==> src/rtl/asd_pkg.sv <==
// Shared types for the address-select decoder.
// Assumes exactly two four-level pins, each giving a two-bit code.
package asd_pkg;
    typedef enum logic [1:0] {
        CLS_HIGH = 2'd0,
        CLS_LOW  = 2'd1,
        CLS_SCL  = 2'd2,
        CLS_SDA  = 2'd3
    } pin_cls_t;
endpackage

==> src/rtl/asd_window.sv <==
// Transmission window tracker: opens on a START, closes on a STOP.
// Assumes START and STOP are one-cycle pulses that never coincide.
// A START seen while the window is open keeps gathering evidence.
module asd_window (
    input  logic clk,
    input  logic rst_n,
    input  logic bus_start,
    input  logic bus_stop,
    output logic win_clear,
    output logic win_sample,
    output logic win_commit
);
    logic open_q;

    // Window open flag: set on START, cleared on STOP.
    always_ff @(posedge clk) begin
        if (!rst_n)
            open_q <= 1'b0;
        else if (bus_stop)
            open_q <= 1'b0;
        else if (bus_start)
            open_q <= 1'b1;
    end

    // Window strobes for the pin trackers.
    always_comb begin
        win_clear  = bus_start && !open_q;
        win_sample = open_q || bus_start;
        win_commit = bus_stop && open_q;
    end
endmodule

==> src/rtl/asd_pin_tracker.sv <==
// Per-pin classifier. It compares the pin with SDA and SCL on every
// sampled cycle and commits a class at the end of the window.
// Assumes all inputs are synchronous to clk. Before the first commit
// the pin is classified from its present level.
module asd_pin_tracker
    import asd_pkg::*;
(
    input  logic     clk,
    input  logic     rst_n,
    input  logic     pin,
    input  logic     sda,
    input  logic     scl,
    input  logic     win_clear,
    input  logic     win_sample,
    input  logic     win_commit,
    output pin_cls_t cls_eff,
    output logic     seen
);
    logic     eq_sda, eq_scl, lv_hi, lv_lo, tg_sda, tg_scl;
    logic     prv_sda, prv_scl;
    pin_cls_t cls_q, cand;
    logic     cand_ok;

    // Previous line levels, used to detect toggles.
    always_ff @(posedge clk) begin
        if (!rst_n) begin
            prv_sda <= 1'b1;
            prv_scl <= 1'b1;
        end else begin
            prv_sda <= sda;
            prv_scl <= scl;
        end
    end

    // Evidence accumulators: seeded at a fresh START, narrowed each cycle.
    always_ff @(posedge clk) begin
        if (!rst_n) begin
            eq_sda <= 1'b0;
            eq_scl <= 1'b0;
            lv_hi  <= 1'b0;
            lv_lo  <= 1'b0;
            tg_sda <= 1'b0;
            tg_scl <= 1'b0;
        end else if (win_clear) begin
            eq_sda <= (pin == sda);
            eq_scl <= (pin == scl);
            lv_hi  <= pin;
            lv_lo  <= !pin;
            tg_sda <= 1'b0;
            tg_scl <= 1'b0;
        end else if (win_sample) begin
            eq_sda <= eq_sda && (pin == sda);
            eq_scl <= eq_scl && (pin == scl);
            lv_hi  <= lv_hi && pin;
            lv_lo  <= lv_lo && !pin;
            tg_sda <= tg_sda || (sda != prv_sda);
            tg_scl <= tg_scl || (scl != prv_scl);
        end
    end

    // Candidate class, tested in priority order: SCL, SDA, high, low.
    always_comb begin
        cand_ok = 1'b1;
        cand    = CLS_LOW;
        if (eq_scl && tg_scl)
            cand = CLS_SCL;
        else if (eq_sda && tg_sda)
            cand = CLS_SDA;
        else if (lv_hi)
            cand = CLS_HIGH;
        else if (lv_lo)
            cand = CLS_LOW;
        else
            cand_ok = 1'b0;
    end

    // Committed class; a pin that fits no class keeps its old value.
    always_ff @(posedge clk) begin
        if (!rst_n) begin
            cls_q <= CLS_HIGH;
            seen  <= 1'b0;
        end else if (win_commit && cand_ok) begin
            cls_q <= cand;
            seen  <= 1'b1;
        end
    end

    // Effective class: the level-based guess until the first commit.
    always_comb begin
        if (seen)
            cls_eff = cls_q;
        else
            cls_eff = pin ? CLS_HIGH : CLS_LOW;
    end
endmodule

==> src/rtl/asd_code_map.sv <==
// Maps a pin class to its two address bits and its pair level.
// IS_UPPER selects the code table of the upper pin.
module asd_code_map
    import asd_pkg::*;
#(
    parameter bit IS_UPPER = 1'b0
) (
    input  pin_cls_t   cls,
    output logic [1:0] code,
    output logic       level_hi
);
    generate
        if (IS_UPPER) begin : g_upper
            // Upper pin code table.
            always_comb begin
                case (cls)
                    CLS_SCL:  code = 2'b00;
                    CLS_SDA:  code = 2'b01;
                    CLS_LOW:  code = 2'b10;
                    default:  code = 2'b11;
                endcase
            end
        end else begin : g_lower
            // Lower pin code table.
            always_comb begin
                case (cls)
                    CLS_LOW:  code = 2'b00;
                    CLS_HIGH: code = 2'b01;
                    CLS_SCL:  code = 2'b10;
                    default:  code = 2'b11;
                endcase
            end
        end
    endgenerate

    // Pull-ups and defaults are on for every class except low.
    always_comb level_hi = (cls != CLS_LOW);
endmodule

==> src/rtl/addr_sel_decoder.sv <==
// Top of the four-level address-select decoder. Each pin's class is
// re-derived during every bus transmission and committed at STOP.
// Assumes synchronized inputs and one-cycle START/STOP pulses.
module addr_sel_decoder
    import asd_pkg::*;
#(
    parameter int          PREFIX_W = 3,
    parameter logic [2:0]  PREFIX   = 3'b110
) (
    input  logic       clk,
    input  logic       rst_n,
    input  logic       sda_s,
    input  logic       scl_s,
    input  logic       pin_hi_s,
    input  logic       pin_lo_s,
    input  logic       bus_start,
    input  logic       bus_stop,
    output logic [3:0] addr_low,
    output logic [6:0] dev_addr,
    output logic [1:0] pull_en,
    output logic [1:0] dflt_hi
);
    localparam int NUM_PINS = 2;
    localparam int CODE_W   = 2;
    localparam int ADDR_W   = NUM_PINS * CODE_W;

    logic               win_clear, win_sample, win_commit;
    logic [NUM_PINS-1:0] pins;
    logic [NUM_PINS-1:0] pin_seen;
    logic [NUM_PINS-1:0] lvl;
    logic [ADDR_W-1:0]   codes;

    // Pin vector: index 0 is the lower pin, index 1 the upper pin.
    always_comb pins = {pin_hi_s, pin_lo_s};

    asd_window u_win (
        .clk        (clk),
        .rst_n      (rst_n),
        .bus_start  (bus_start),
        .bus_stop   (bus_stop),
        .win_clear  (win_clear),
        .win_sample (win_sample),
        .win_commit (win_commit)
    );

    generate
        for (genvar g = 0; g < NUM_PINS; g++) begin : g_pin
            pin_cls_t cls;

            asd_pin_tracker u_trk (
                .clk        (clk),
                .rst_n      (rst_n),
                .pin        (pins[g]),
                .sda        (sda_s),
                .scl        (scl_s),
                .win_clear  (win_clear),
                .win_sample (win_sample),
                .win_commit (win_commit),
                .cls_eff    (cls),
                .seen       (pin_seen[g])
            );

            asd_code_map #(.IS_UPPER(g == 1)) u_map (
                .cls      (cls),
                .code     (codes[g*CODE_W +: CODE_W]),
                .level_hi (lvl[g])
            );
        end
    endgenerate

    // Output assembly.
    always_comb begin
        addr_low = codes;
        dev_addr = {PREFIX[PREFIX_W-1:0], codes};
        pull_en  = lvl;
        dflt_hi  = lvl;
    end
endmodule

==> config.mk <==
export PLATFORM = sky130hd
export DESIGN_NAME = addr_sel_decoder
export DESIGN_NICKNAME = d
export VERILOG_FILES = /design/src/rtl/asd_pkg.sv /design/src/rtl/asd_window.sv /design/src/rtl/asd_pin_tracker.sv /design/src/rtl/asd_code_map.sv /design/src/rtl/addr_sel_decoder.sv
export SDC_FILE = /design/constraint.sdc
export NUM_CORES = 1
export LEC_CHECK = 0
export ABC_AREA = 1
export BUFFER_PORTS_ARGS = -buffer_cell sky130_fd_sc_hd__buf_2
export CAP_MARGIN = 0
export CORE_MARGIN = 5
export CORE_UTILIZATION = 45
export DETAILED_ROUTE_END_ITERATION = 8
export GPL_TIMING_DRIVEN = 0
export PLACE_DENSITY = 0.71
export REMOVE_ABC_BUFFERS = 1
export SLEW_MARGIN = 20
export SYNTH_ARGS = -nofsm -noshare
export SYNTH_HDL_FRONTEND = slang
export SYNTH_SLANG_ARGS = --single-unit
==> constraint.sdc <==
create_clock -name clk -period 0.93 [get_ports clk]
set_input_delay 0.1395 -clock clk [delete_from_list [all_inputs] [get_ports clk]]
set_output_delay 0.1395 -clock clk [all_outputs]
set_load 0.01 [all_outputs]
Word level (Yosys, flattened, before mapping). Cells that the tools add are included. W data, S select, Z words.

Bits in registers: 21. Bits in latches: 0. Bits in writable memories: 0. Bits in read-only memories: 0. Input port bits: 8. Output and inout port bits: 15. Word-level logic and storage cells: 97. Memories: 0.

Add/sub/neg operators: 0. $mul: 0. Divide/modulo/power cells: 0. $lt $le $gt $ge: 0. Equality and inequality tests: 13. Shifts and indexed selects: 0. Multiplexer cells: 36. Bitwise gates (word level): 1. Reductions and logical operators: 28.

Operators with widths (number): $mux W1 (28); $logic_and A1 B1 Y1 (16); $mux W2 (6); $pmux W2 S3 (2); $eq A2 B2 Y1 const B (3); $logic_or A1 B1 Y1 (5); $eq A1 B1 Y1 (4); $eq A2 B1 Y1 const B (2); $ne A2 B1 Y1 const B (2); $reduce_or A2 Y1 (2); $logic_not A1 Y1 (3); $logic_not A2 Y1 (1); $ne A1 B1 Y1 (2); $reduce_bool A2 Y1 (1); $not A1 Y1 (1).

Longest topological paths before layout. Gate-level depths: netlist (run 1).

Depth after elaboration: 5. Depth in mapped cells: 6.

Cells and area by module. A second synthesis (run 1) with hierarchy kept.

Cells, all modules: 176. Area, all modules: 1219.9 µm².

Modules (own cells, without submodules): asd_pin_tracker (times used 2, cells each 69, area each 488.0 µm²); addr_sel_decoder (times used 1, cells each 11, area each 75.1 µm²); asd_code_map (g_pin[0].u_map) (times used 1, cells each 9, area each 60.1 µm²); asd_window (times used 1, cells each 10, area each 58.8 µm²); asd_code_map (g_pin[1].u_map) (times used 1, cells each 8, area each 50.0 µm²).

Worst setup path after synthesis (run 1). Ideal clock, no wire load.

Path kind: register -> output. From: register g_pin[1].u_trk.seen. To: output port dev_addr[2]. Arrival time: 0.949 ns. Required time: 0.791 ns. Setup slack: -0.158 ns. Cell stages (with the launch flop): 4. Path buffers: 1. Cell sequence: dfxtp_1 > o21ai_0 > ha_1 > buf_4.

Longest elaborated chain between the ends: 3.

RTL lines: start: declaration (line asd_pin_tracker.sv:17) `output logic seen`; start signal: assignment (line asd_pin_tracker.sv:81) `seen <= 1'b0;`; start signal: assignment (line asd_pin_tracker.sv:84) `seen <= 1'b1;`; $mux W2 (*) (line asd_pin_tracker.sv:90) `if (seen)`; $eq A2 B1 Y1 / $eq A2 B2 Y1 (equally long branches) (line asd_code_map.sv:16) `case (cls)`; $pmux W2 S3 (*) (line asd_code_map.sv:16); end: declaration (line addr_sel_decoder.sv:19) `output logic [6:0] dev_addr,`.

Every way passes the cells marked *; elsewhere a longest branch is shown, timed or not.

Final worst setup path (run 1).
From: register g_pin[0].u_trk.seen. To: output port dev_addr[0].

Longest elaborated chain between the ends: 3.

RTL lines: start: declaration (line asd_pin_tracker.sv:17); start signal: assignment (line asd_pin_tracker.sv:81); start signal: assignment (line asd_pin_tracker.sv:84); $mux W2 (*) (line asd_pin_tracker.sv:90); $eq A2 B2 Y1 (tied with other cells) (line asd_code_map.sv:26) `case (cls)`; $pmux W2 S3 (*) (line asd_code_map.sv:26).

Marks and branches as above.

==> tab_implementation.tex, run 1 <==
\begin{tabular}{lr}
\hline
Metric & Value \\
\hline
\multicolumn{2}{l}{\textbf{Place}} \\
\quad Hpwl dp & 1.45 mm \\
\quad Area after DPL & 1040 um2 \\
\quad Count of port buffers added during placement & 19 \\
\quad Final RePlAce weighted congestion & 0.731 \\
\multicolumn{2}{l}{\textbf{Die}} \\
\quad Overall die width & 56.9 um \\
\quad Height of the chip & 56.9 um \\
\quad Starting Density & 0.461 \\
\quad Area inside the core boundary & 2150 um2 \\
\quad Floorplan die area & 3240 um2 \\
\quad Count of standard-cell rows & 17 \\
\quad Number of ports placed on the die boundary & 23 \\
\multicolumn{2}{l}{\textbf{Final layout}} \\
\quad Commonest cells after routing, fill and taps aside & sky130\_fd\_sc\_hd\_\_nand2\_1, sky130\_fd\_sc\_hd\_\_buf\_2, sky130\_fd\_sc\_hd\_\_inv\_1, sky130\_fd\_sc\_hd\_\_dfxtp\_1, sky130\_fd\_sc\_hd\_\_nor2\_1 \\
\quad Commonest non-fill, non-tap cell in the layout & sky130\_fd\_sc\_hd\_\_nand2\_1 \\
\quad Final net count & 162 \\
\quad Final Core Density & 0.572 \\
\quad Share of cells above drive strength 1 & 0.411 \\
\quad Area added between synthesis and finish & 24.0\% \\
\quad Post-route standard cell area excluding fillers & 1230 um2 \\
\quad Antenna cells & 0 \\
\multicolumn{2}{l}{\textbf{Yosys}} \\
\quad Library cell occupying the most area in the post-synthesis netlist & sky130\_fd\_sc\_hd\_\_dfxtp\_1 \\
\quad Number of instances in the synthesized netlist & 136 \\
\quad Post-synthesis cell area & 991 um2 \\
\quad Distinct cell type count of the synthesized netlist & 21 \\
\quad Portion of synthesized cell area occupied by the leading cell type & 0.424 \\
\quad Leading cell types by total area after synthesis & sky130\_fd\_sc\_hd\_\_dfxtp\_1, sky130\_fd\_sc\_hd\_\_nand2\_1, sky130\_fd\_sc\_hd\_\_buf\_4, sky130\_fd\_sc\_hd\_\_inv\_1, sky130\_fd\_sc\_hd\_\_a21oi\_1 \\
\quad Post-synthesis sequential area ratio & 0.424 \\
\quad Synth warn & 0 \\
\quad Seq cells post-synth & 21 \\
\quad Mean area per synthesized cell & 7.29 um2 \\
\multicolumn{2}{l}{\textbf{Pwr}} \\
\quad P per Cell Area & 1390 nW/um2 \\
\quad Total power draw & 1.71 mW \\
\quad Leakage power total & 0.629 nW \\
\quad Peak ir drop on the vdd network & 0.000928 V \\
\multicolumn{2}{l}{\textbf{STA}} \\
\quad Max Clock Skew & 0.00128 ns \\
\quad Shortest clock period the worst path allows after layout & 1.34 ns \\
\quad Number of failing setup endpoints in the final timing report & 12 \\
\quad Final-report hold violation count & 0 \\
\quad Slew Viols, Final & 0 \\
\quad Post-route worst hold slack & 0.113 ns \\
\quad Setup ws final & -0.405 ns \\
\quad Maximum achievable frequency & 749 MHz \\
\quad RSZ-0062 raised after global routing & yes \\
\quad Final worst-path cycle share & 1.44 \\
\multicolumn{2}{l}{\textbf{Critical path}} \\
\quad Buf/Inv on CP & 1 \\
\quad Worst EP arrival & 1.20 ns \\
\quad Type of the setup path with the least slack & reg2out \\
\quad Nature of the critical path endpoint & primary output \\
\quad Cell class contributing the biggest share of worst-path delay & flip-flops \\
\quad Max stage delay cell, worst path & sky130\_fd\_sc\_hd\_\_dfxtp\_2 \\
\quad Cell-by-cell trace of the critical path & nand2\_1 > o21ai\_1 > ha\_1 > buf\_2 \\
\quad Critical path fanouts, max & 4 \\
\quad CP startpoint kind & flop \\
\quad Largest stage delay on the critical path & 0.35 ns \\
\quad Required time of the critical path & 0.79 ns \\
\multicolumn{2}{l}{\textbf{Routing}} \\
\quad Final routed DRC violation total & 0 \\
\quad Total number of vias & 894 \\
\quad Routed via count divided by cell count & 4.99 \\
\quad Remaining number of nets flagged by the antenna check after routing & 0 \\
\quad Pre-antenna DRT Iters & 4 \\
\quad Final Routed Wirelength & 1.98 mm \\
\quad Average routed wire per standard cell & 11.1 um \\
\quad First DRT Iteration DRCs & 9 \\
\multicolumn{2}{l}{\textbf{Hold path}} \\
\quad Worst hold-check path type & in2reg \\
\multicolumn{2}{l}{\textbf{GRT}} \\
\quad Number of antenna violations at the first check in global routing & 0 \\
\quad Remaining global-route overflow & 0 \\
\quad Via count of the first global-routing pass & 791 \\
\quad Pin count of the biggest net entering global routing & 12 \\
\quad First-pass GRT wire length & 3.25 mm \\
\quad Overall global routing resource usage & 0.123 \\
\multicolumn{2}{l}{\textbf{Status}} \\
\quad Outcome & complete, but fails checks \\
\quad Violated checks & negative setup slack \\
\multicolumn{2}{l}{\textbf{CTS}} \\
\quad Clock tree root driver cell & sky130\_fd\_sc\_hd\_\_clkbuf\_4 \\
\quad Later-pin clock latency in the skew report & 0.29 ns \\
\quad Maximum buffer depth of the clock tree & 2 \\
\quad Number of buffers created by CTS & 3 \\
\quad Clock H-tree levels & 1 \\
\quad Clk sink count & 21 \\
\quad TritonCTS clock tree & yes \\
\quad Clock slew at the register clock pins of the worst setup and hold paths & 0.11 ns \\
\multicolumn{2}{l}{\textbf{Job}} \\
\quad Max-capacitance violation count & 0 \\
\hline
\end{tabular}
-- worst reg2reg max path: stages (launching register included) --
cell                      delay, ns
sky130_fd_sc_hd__dfxtp_4       0.38
sky130_fd_sc_hd__nor2_4        0.16
sky130_fd_sc_hd__nor2_2        0.08
sky130_fd_sc_hd__o21a_1        0.18
sky130_fd_sc_hd__nor2_1        0.08
-- layout make-up --
| cell class | instances | area, um2 |
|---|---|---|
| Tap cell | 28 | 35.0 |
| Fill cell | 212 | 920 |
| Inverter | 20 | 85.1 |
| Timing Repair Buffer | 22 | 136 |
| Multi-Input combinational cell | 84 | 514 |
| Clock buffer | 4 | 26.3 |
| Sequential cell | 21 | 432 |
-- logic make-up after synthesis --
logic type      after synthesis  share of synthesized area
buf+inv                      32                      0.164
other cells                   2                    0.00758
compound gates               24                      0.141
fa+ha+maj                     2                     0.0252
simple gates                 53                      0.220
xor+xnor                      2                     0.0177
flops                        21                      0.424
-- state kept, by name (all words and copies together) (netlist names), 2 cells and up --
register and count:
g_pin.u_trk.tg_sda 2, g_pin.u_trk.seen 2, g_pin.u_trk.cls_q 4, g_pin.u_trk.tg_scl 2
g_pin.u_trk.lv_hi 2, g_pin.u_trk.lv_lo 2, g_pin.u_trk.eq_sda 2, g_pin.u_trk.eq_scl 2
-- timing repair --
item,in CTS,in global routing
endpoints found under the setup margin,20,25
hold buffers,1,0
gates cloned,0,0
resized for setup,15,35
pin swaps,3,8
endpoints found under the hold margin,1,0
buffers inserted,1,1
-- cell usage after synthesis (all sizes together) --
library cell and n:
a211oi 2, a21oi 9, buf 12, conb 2, dfxtp 21, ha 2, inv 20, nand2 33
nand3 5, nor2 13, nor3 2, o211a 1, o21a 2, o21ai 10, xor2 2
-- metrics by stage --
step                std cells  setup WS (ns)  setup TNS [ns]
floorplan                 125        -0.0353         -0.0946
global placement          172         -0.118          -0.551
detailed placement        172         -0.137          -0.705
CTS                       178         -0.418           -3.66
global route              179         -0.461           -4.46
finish                    179         -0.405           -3.44
-- layer usage --
| layer | global-route usage | vias up | wire (um) |
|---|---|---|---|
| met3 | 0.0299 | 4 | 157 |
| met5 | 0 | - | 0 |
| met1 | 0.153 | 413 | 841 |
| li1 | - | 446 | - |
| met4 | 0.0497 | 0 | 24 |
| met2 | 0.204 | 31 | 957 |
-- report_power, final --
part           internal, mW  switching [mW]  leakage, nW  total, mW
clock network         0.167           0.254       0.0150      0.421
registers             0.952          0.0350        0.176      0.987
logic                 0.115           0.182        0.438      0.297
-- path summary, 6_finish.rpt --
check	from	to	depth (start not counted)	slack, ns
min reg2reg	g_pin[0].u_trk.tg_sda$_SDFFE_PP0P_	g_pin[0].u_trk.tg_sda$_SDFFE_PP0P_	2	0.46
min	pin_lo_s	g_pin[0].u_trk.lv_lo$_SDFFE_PN0P_	2	0.11
max reg2reg	u_win.open_q$_SDFFE_PP0P_	g_pin[0].u_trk.eq_scl$_SDFFE_PN0P_	4	0
max	g_pin[0].u_trk.seen$_SDFFE_PN0P_	dev_addr[0]	4	-0.41
(Power assumes the default switching activity.)
==> run 2: changes to the inputs <==
--- a/config.mk
+++ b/config.mk
@@ -12,7 +12,8 @@
 export CORE_UTILIZATION = 45
 export DETAILED_ROUTE_END_ITERATION = 8
 export GPL_TIMING_DRIVEN = 0
-export PLACE_DENSITY = 0.71
+export HOLD_SLACK_MARGIN = 0.03
+export PLACE_DENSITY = 0.69
 export REMOVE_ABC_BUFFERS = 1
 export SLEW_MARGIN = 20
 export SYNTH_ARGS = -nofsm -noshare
==> constraint.sdc (replaced) <==
create_clock -name clk -period 1.6 [get_ports clk]
set_input_delay 0.24 -clock clk [delete_from_list [all_inputs] [get_ports clk]]
set_output_delay 0.24 -clock clk [all_outputs]
set_load 0.01 [all_outputs]
==> run 2 against run 1 <==
Against the previous run:
- register-to-register slack better by 0.64 ns
- utilization down 7.6 points
- clock skew up 0.0022 ns
- routed wire length down 9.8%
- count of clock-buffer cells in the layout down 1
- cell count down 1.7%
- via count down 7.5%
- largest power group unchanged
- combinational power down 54%
- the run now ends clean
==> tab_implementation.tex, run 2 (synthesized netlist as in run 1, its figures left out) <==
\begin{tabular}{lr}
\hline
Metric & Value \\
\hline
\multicolumn{2}{l}{\textbf{Status}} \\
\quad Outcome & completed \\
\multicolumn{2}{l}{\textbf{Final layout}} \\
\quad Flip-flop count of the largest register, all copies and words added & 4 \\
\quad Share of cells above drive strength 1 & 0.223 \\
\quad Commonest non-fill, non-tap cell in the layout & sky130\_fd\_sc\_hd\_\_nand2\_1 \\
\quad Final net count & 159 \\
\quad Most flops, register & g\_pin.u\_trk.cls\_q \\
\quad Area added between synthesis and finish & 7.58\% \\
\quad Commonest cells after routing, fill and taps aside & sky130\_fd\_sc\_hd\_\_nand2\_1, sky130\_fd\_sc\_hd\_\_dfxtp\_1, sky130\_fd\_sc\_hd\_\_buf\_2 \\
\quad Antenna cells & 0 \\
\quad Number of filler cells placed in the layout & 233 \\
\multicolumn{2}{l}{\textbf{Pwr}} \\
\quad Total power draw & 0.958 mW \\
\quad Peak ir drop on the vdd network & 0.000599 V \\
\quad Portion of total power attributed to sequential cells & 0.593 \\
\quad Total internal power & 0.697 mW \\
\quad Switching share of power & 0.272 \\
\quad P per Cell Area & 899 nW/um2 \\
\quad Clk network pwr share & 0.263 \\
\quad Leakage power total & 0.533 nW \\
\quad Combinational cell fraction of total power & 0.143 \\
\quad Sw Pwr & 0.261 mW \\
\multicolumn{2}{l}{\textbf{Die}} \\
\quad Floorplan die area & 3240 um2 \\
\quad Number of ports placed on the die boundary & 23 \\
\quad Overall die width & 56.9 um \\
\quad Height of the chip & 56.9 um \\
\quad Starting Density & 0.461 \\
\quad Count of standard-cell rows & 17 \\
\quad Area inside the core boundary & 2150 um2 \\
\multicolumn{2}{l}{\textbf{Routing}} \\
\quad Total number of vias & 827 \\
\quad Pre-antenna DRT Iters & 4 \\
\quad Final routed DRC violation total & 0 \\
\quad Routed via count divided by cell count & 4.70 \\
\quad Remaining number of nets flagged by the antenna check after routing & 0 \\
\quad First DRT Iteration DRCs & 13 \\
\quad Final Routed Wirelength & 1.79 mm \\
\quad Average routed wire per standard cell & 10.2 um \\
\multicolumn{2}{l}{\textbf{Critical path}} \\
\quad Type of the setup path with the least slack & reg2out \\
\quad Capture point of the worst path & dev\_addr[2] \\
\quad Critical path fanouts, max & 5 \\
\quad Reg2Reg Depth & 5 \\
\quad CP startpoint kind & flop \\
\quad Cell-by-cell trace of the critical path & nand2\_1 > o21ai\_0 > ha\_1 > buf\_2 \\
\quad Startpoint of the lowest-slack register-to-register path & u\_win.open\_q\$\_SDFFE\_PP0P\_ \\
\quad Required time of the critical path & 1.36 ns \\
\quad Worst EP arrival & 1.24 ns \\
\quad Worst setup slack for register-to-register paths & 0.64 ns \\
\quad Destination of the worst register-to-register timing path & g\_pin[0].u\_trk.cls\_q[0]\$\_SDFFE\_PN0P\_ \\
\quad Largest stage delay on the critical path & 0.36 ns \\
\quad Timing startpoint of the critical path & g\_pin[1].u\_trk.seen\$\_SDFFE\_PN0P\_ \\
\quad Max stage delay cell, worst path & sky130\_fd\_sc\_hd\_\_dfxtp\_2 \\
\quad Nature of the critical path endpoint & primary output \\
\multicolumn{2}{l}{\textbf{STA}} \\
\quad Maximum achievable frequency & 674 MHz \\
\quad Shortest clock period the worst path allows after layout & 1.48 ns \\
\quad Final-report hold violation count & 0 \\
\quad RSZ-0062 raised after global routing & no \\
\quad Final worst-path cycle share & 0.928 \\
\quad Slew Viols, Final & 0 \\
\quad Final-layout setup total negative slack & 0 ns \\
\quad Number of failing setup endpoints in the final timing report & 0 \\
\quad Max Clock Skew & 0.00352 ns \\
\multicolumn{2}{l}{\textbf{GRT}} \\
\quad Overall global routing resource usage & 0.114 \\
\quad Number of antenna violations at the first check in global routing & 0 \\
\quad Pin count of the biggest net entering global routing & 13 \\
\quad Via count of the first global-routing pass & 676 \\
\quad First-pass GRT wire length & 2.94 mm \\
\quad Remaining global-route overflow & 0 \\
\multicolumn{2}{l}{\textbf{CTS}} \\
\quad Post-cts hold buffer count & 0 \\
\quad Clock H-tree levels & 1 \\
\quad TritonCTS clock tree & yes \\
\quad Clk sink count & 21 \\
\quad Clock tree root driver cell & sky130\_fd\_sc\_hd\_\_clkbuf\_4 \\
\quad Clock slew at the register clock pins of the worst setup and hold paths & 0.12 ns \\
\quad Later-pin clock latency in the skew report & 0.30 ns \\
\quad Maximum buffer depth of the clock tree & 2 \\
\quad Number of post-CTS setup repair buffers & 0 \\
\quad Number of buffers created by CTS & 3 \\
\quad Number of gates resized after CTS & 0 \\
\multicolumn{2}{l}{\textbf{Job}} \\
\quad Max-capacitance violation count & 0 \\
\multicolumn{2}{l}{\textbf{Hold path}} \\
\quad Worst hold-check path type & in2reg \\
\multicolumn{2}{l}{\textbf{Place}} \\
\quad Final RePlAce weighted congestion & 0.745 \\
\quad Count of port buffers added during placement & 19 \\
\quad Hpwl dp & 1.42 mm \\
\hline
\end{tabular}
-- run 2: per-stage QoR --
step	instance area, um2	hold slack (ns)	cells	util	setup slack, ns
finish	1070	0.103	176	0.496	0.116
global route	1070	0.113	176	0.496	0.0297
CTS	1060	0.0959	176	0.496	0.0685
detailed placement	1040	0.427	172	0.483	0.399
global placement	1040	0.428	172	0.483	0.428
floorplan	907	0.319	125	-	0.534
-- run 2: worst max-delay path, delay by kind of cell, from the launching register on --
| family | cells | cell delay, ns |
|---|---|---|
| flops | 1 | 0.36 |
| fa+ha+maj | 1 | 0.31 |
| buf+inv | 1 | 0.14 |
| compound gates | 1 | 0.08 |
| simple gates | 1 | 0.06 |
-- run 2: worst min-delay path by stage --
stage                         from                   endpoint  slack, ns  cells after the start
after floorplan           bus_stop  u_win.open_q$_SDFFE_PP0P_       0.32                      1
after global placement    bus_stop  u_win.open_q$_SDFFE_PP0P_       0.43                      2
after detailed placement  bus_stop  u_win.open_q$_SDFFE_PP0P_       0.43                      2
after CTS                 bus_stop  u_win.open_q$_SDFFE_PP0P_        0.1                      2
after global routing      bus_stop  u_win.open_q$_SDFFE_PP0P_       0.11                      2
final                     bus_stop  u_win.open_q$_SDFFE_PP0P_       0.10                      2
-- run 2: cell type report --
class	instances	area, um2	area share
flip-flops and latches	21	422	0.396
clock inverters	1	5.00	0.00469
well taps	28	35.0	0.0329
clock buffers	3	22.5	0.0211
multi-input cells	84	412	0.386
inverters	20	75.1	0.0704
repair buffers	19	95.1	0.0892
-- run 2: power by group through the flow --
stage	registers [mW]	logic, mW	clock network, mW
final	0.568	0.137	0.252
after global routing	0.572	0.157	0.279
after CTS	0.568	0.139	0.263
after detailed placement	0.580	0.138	0
after global placement	0.579	0.135	0
after floorplan	0.577	0.0947	0
-- run 2: metal layers --
metal / wire (um) / track usage / vias to the layer above
met5: 0 / 0 / -
met4: 25 / 0.0497 / 0
met3: 149 / 0.0322 / 4
met2: 750 / 0.170 / 22
met1: 861 / 0.154 / 367
li1: - / - / 434
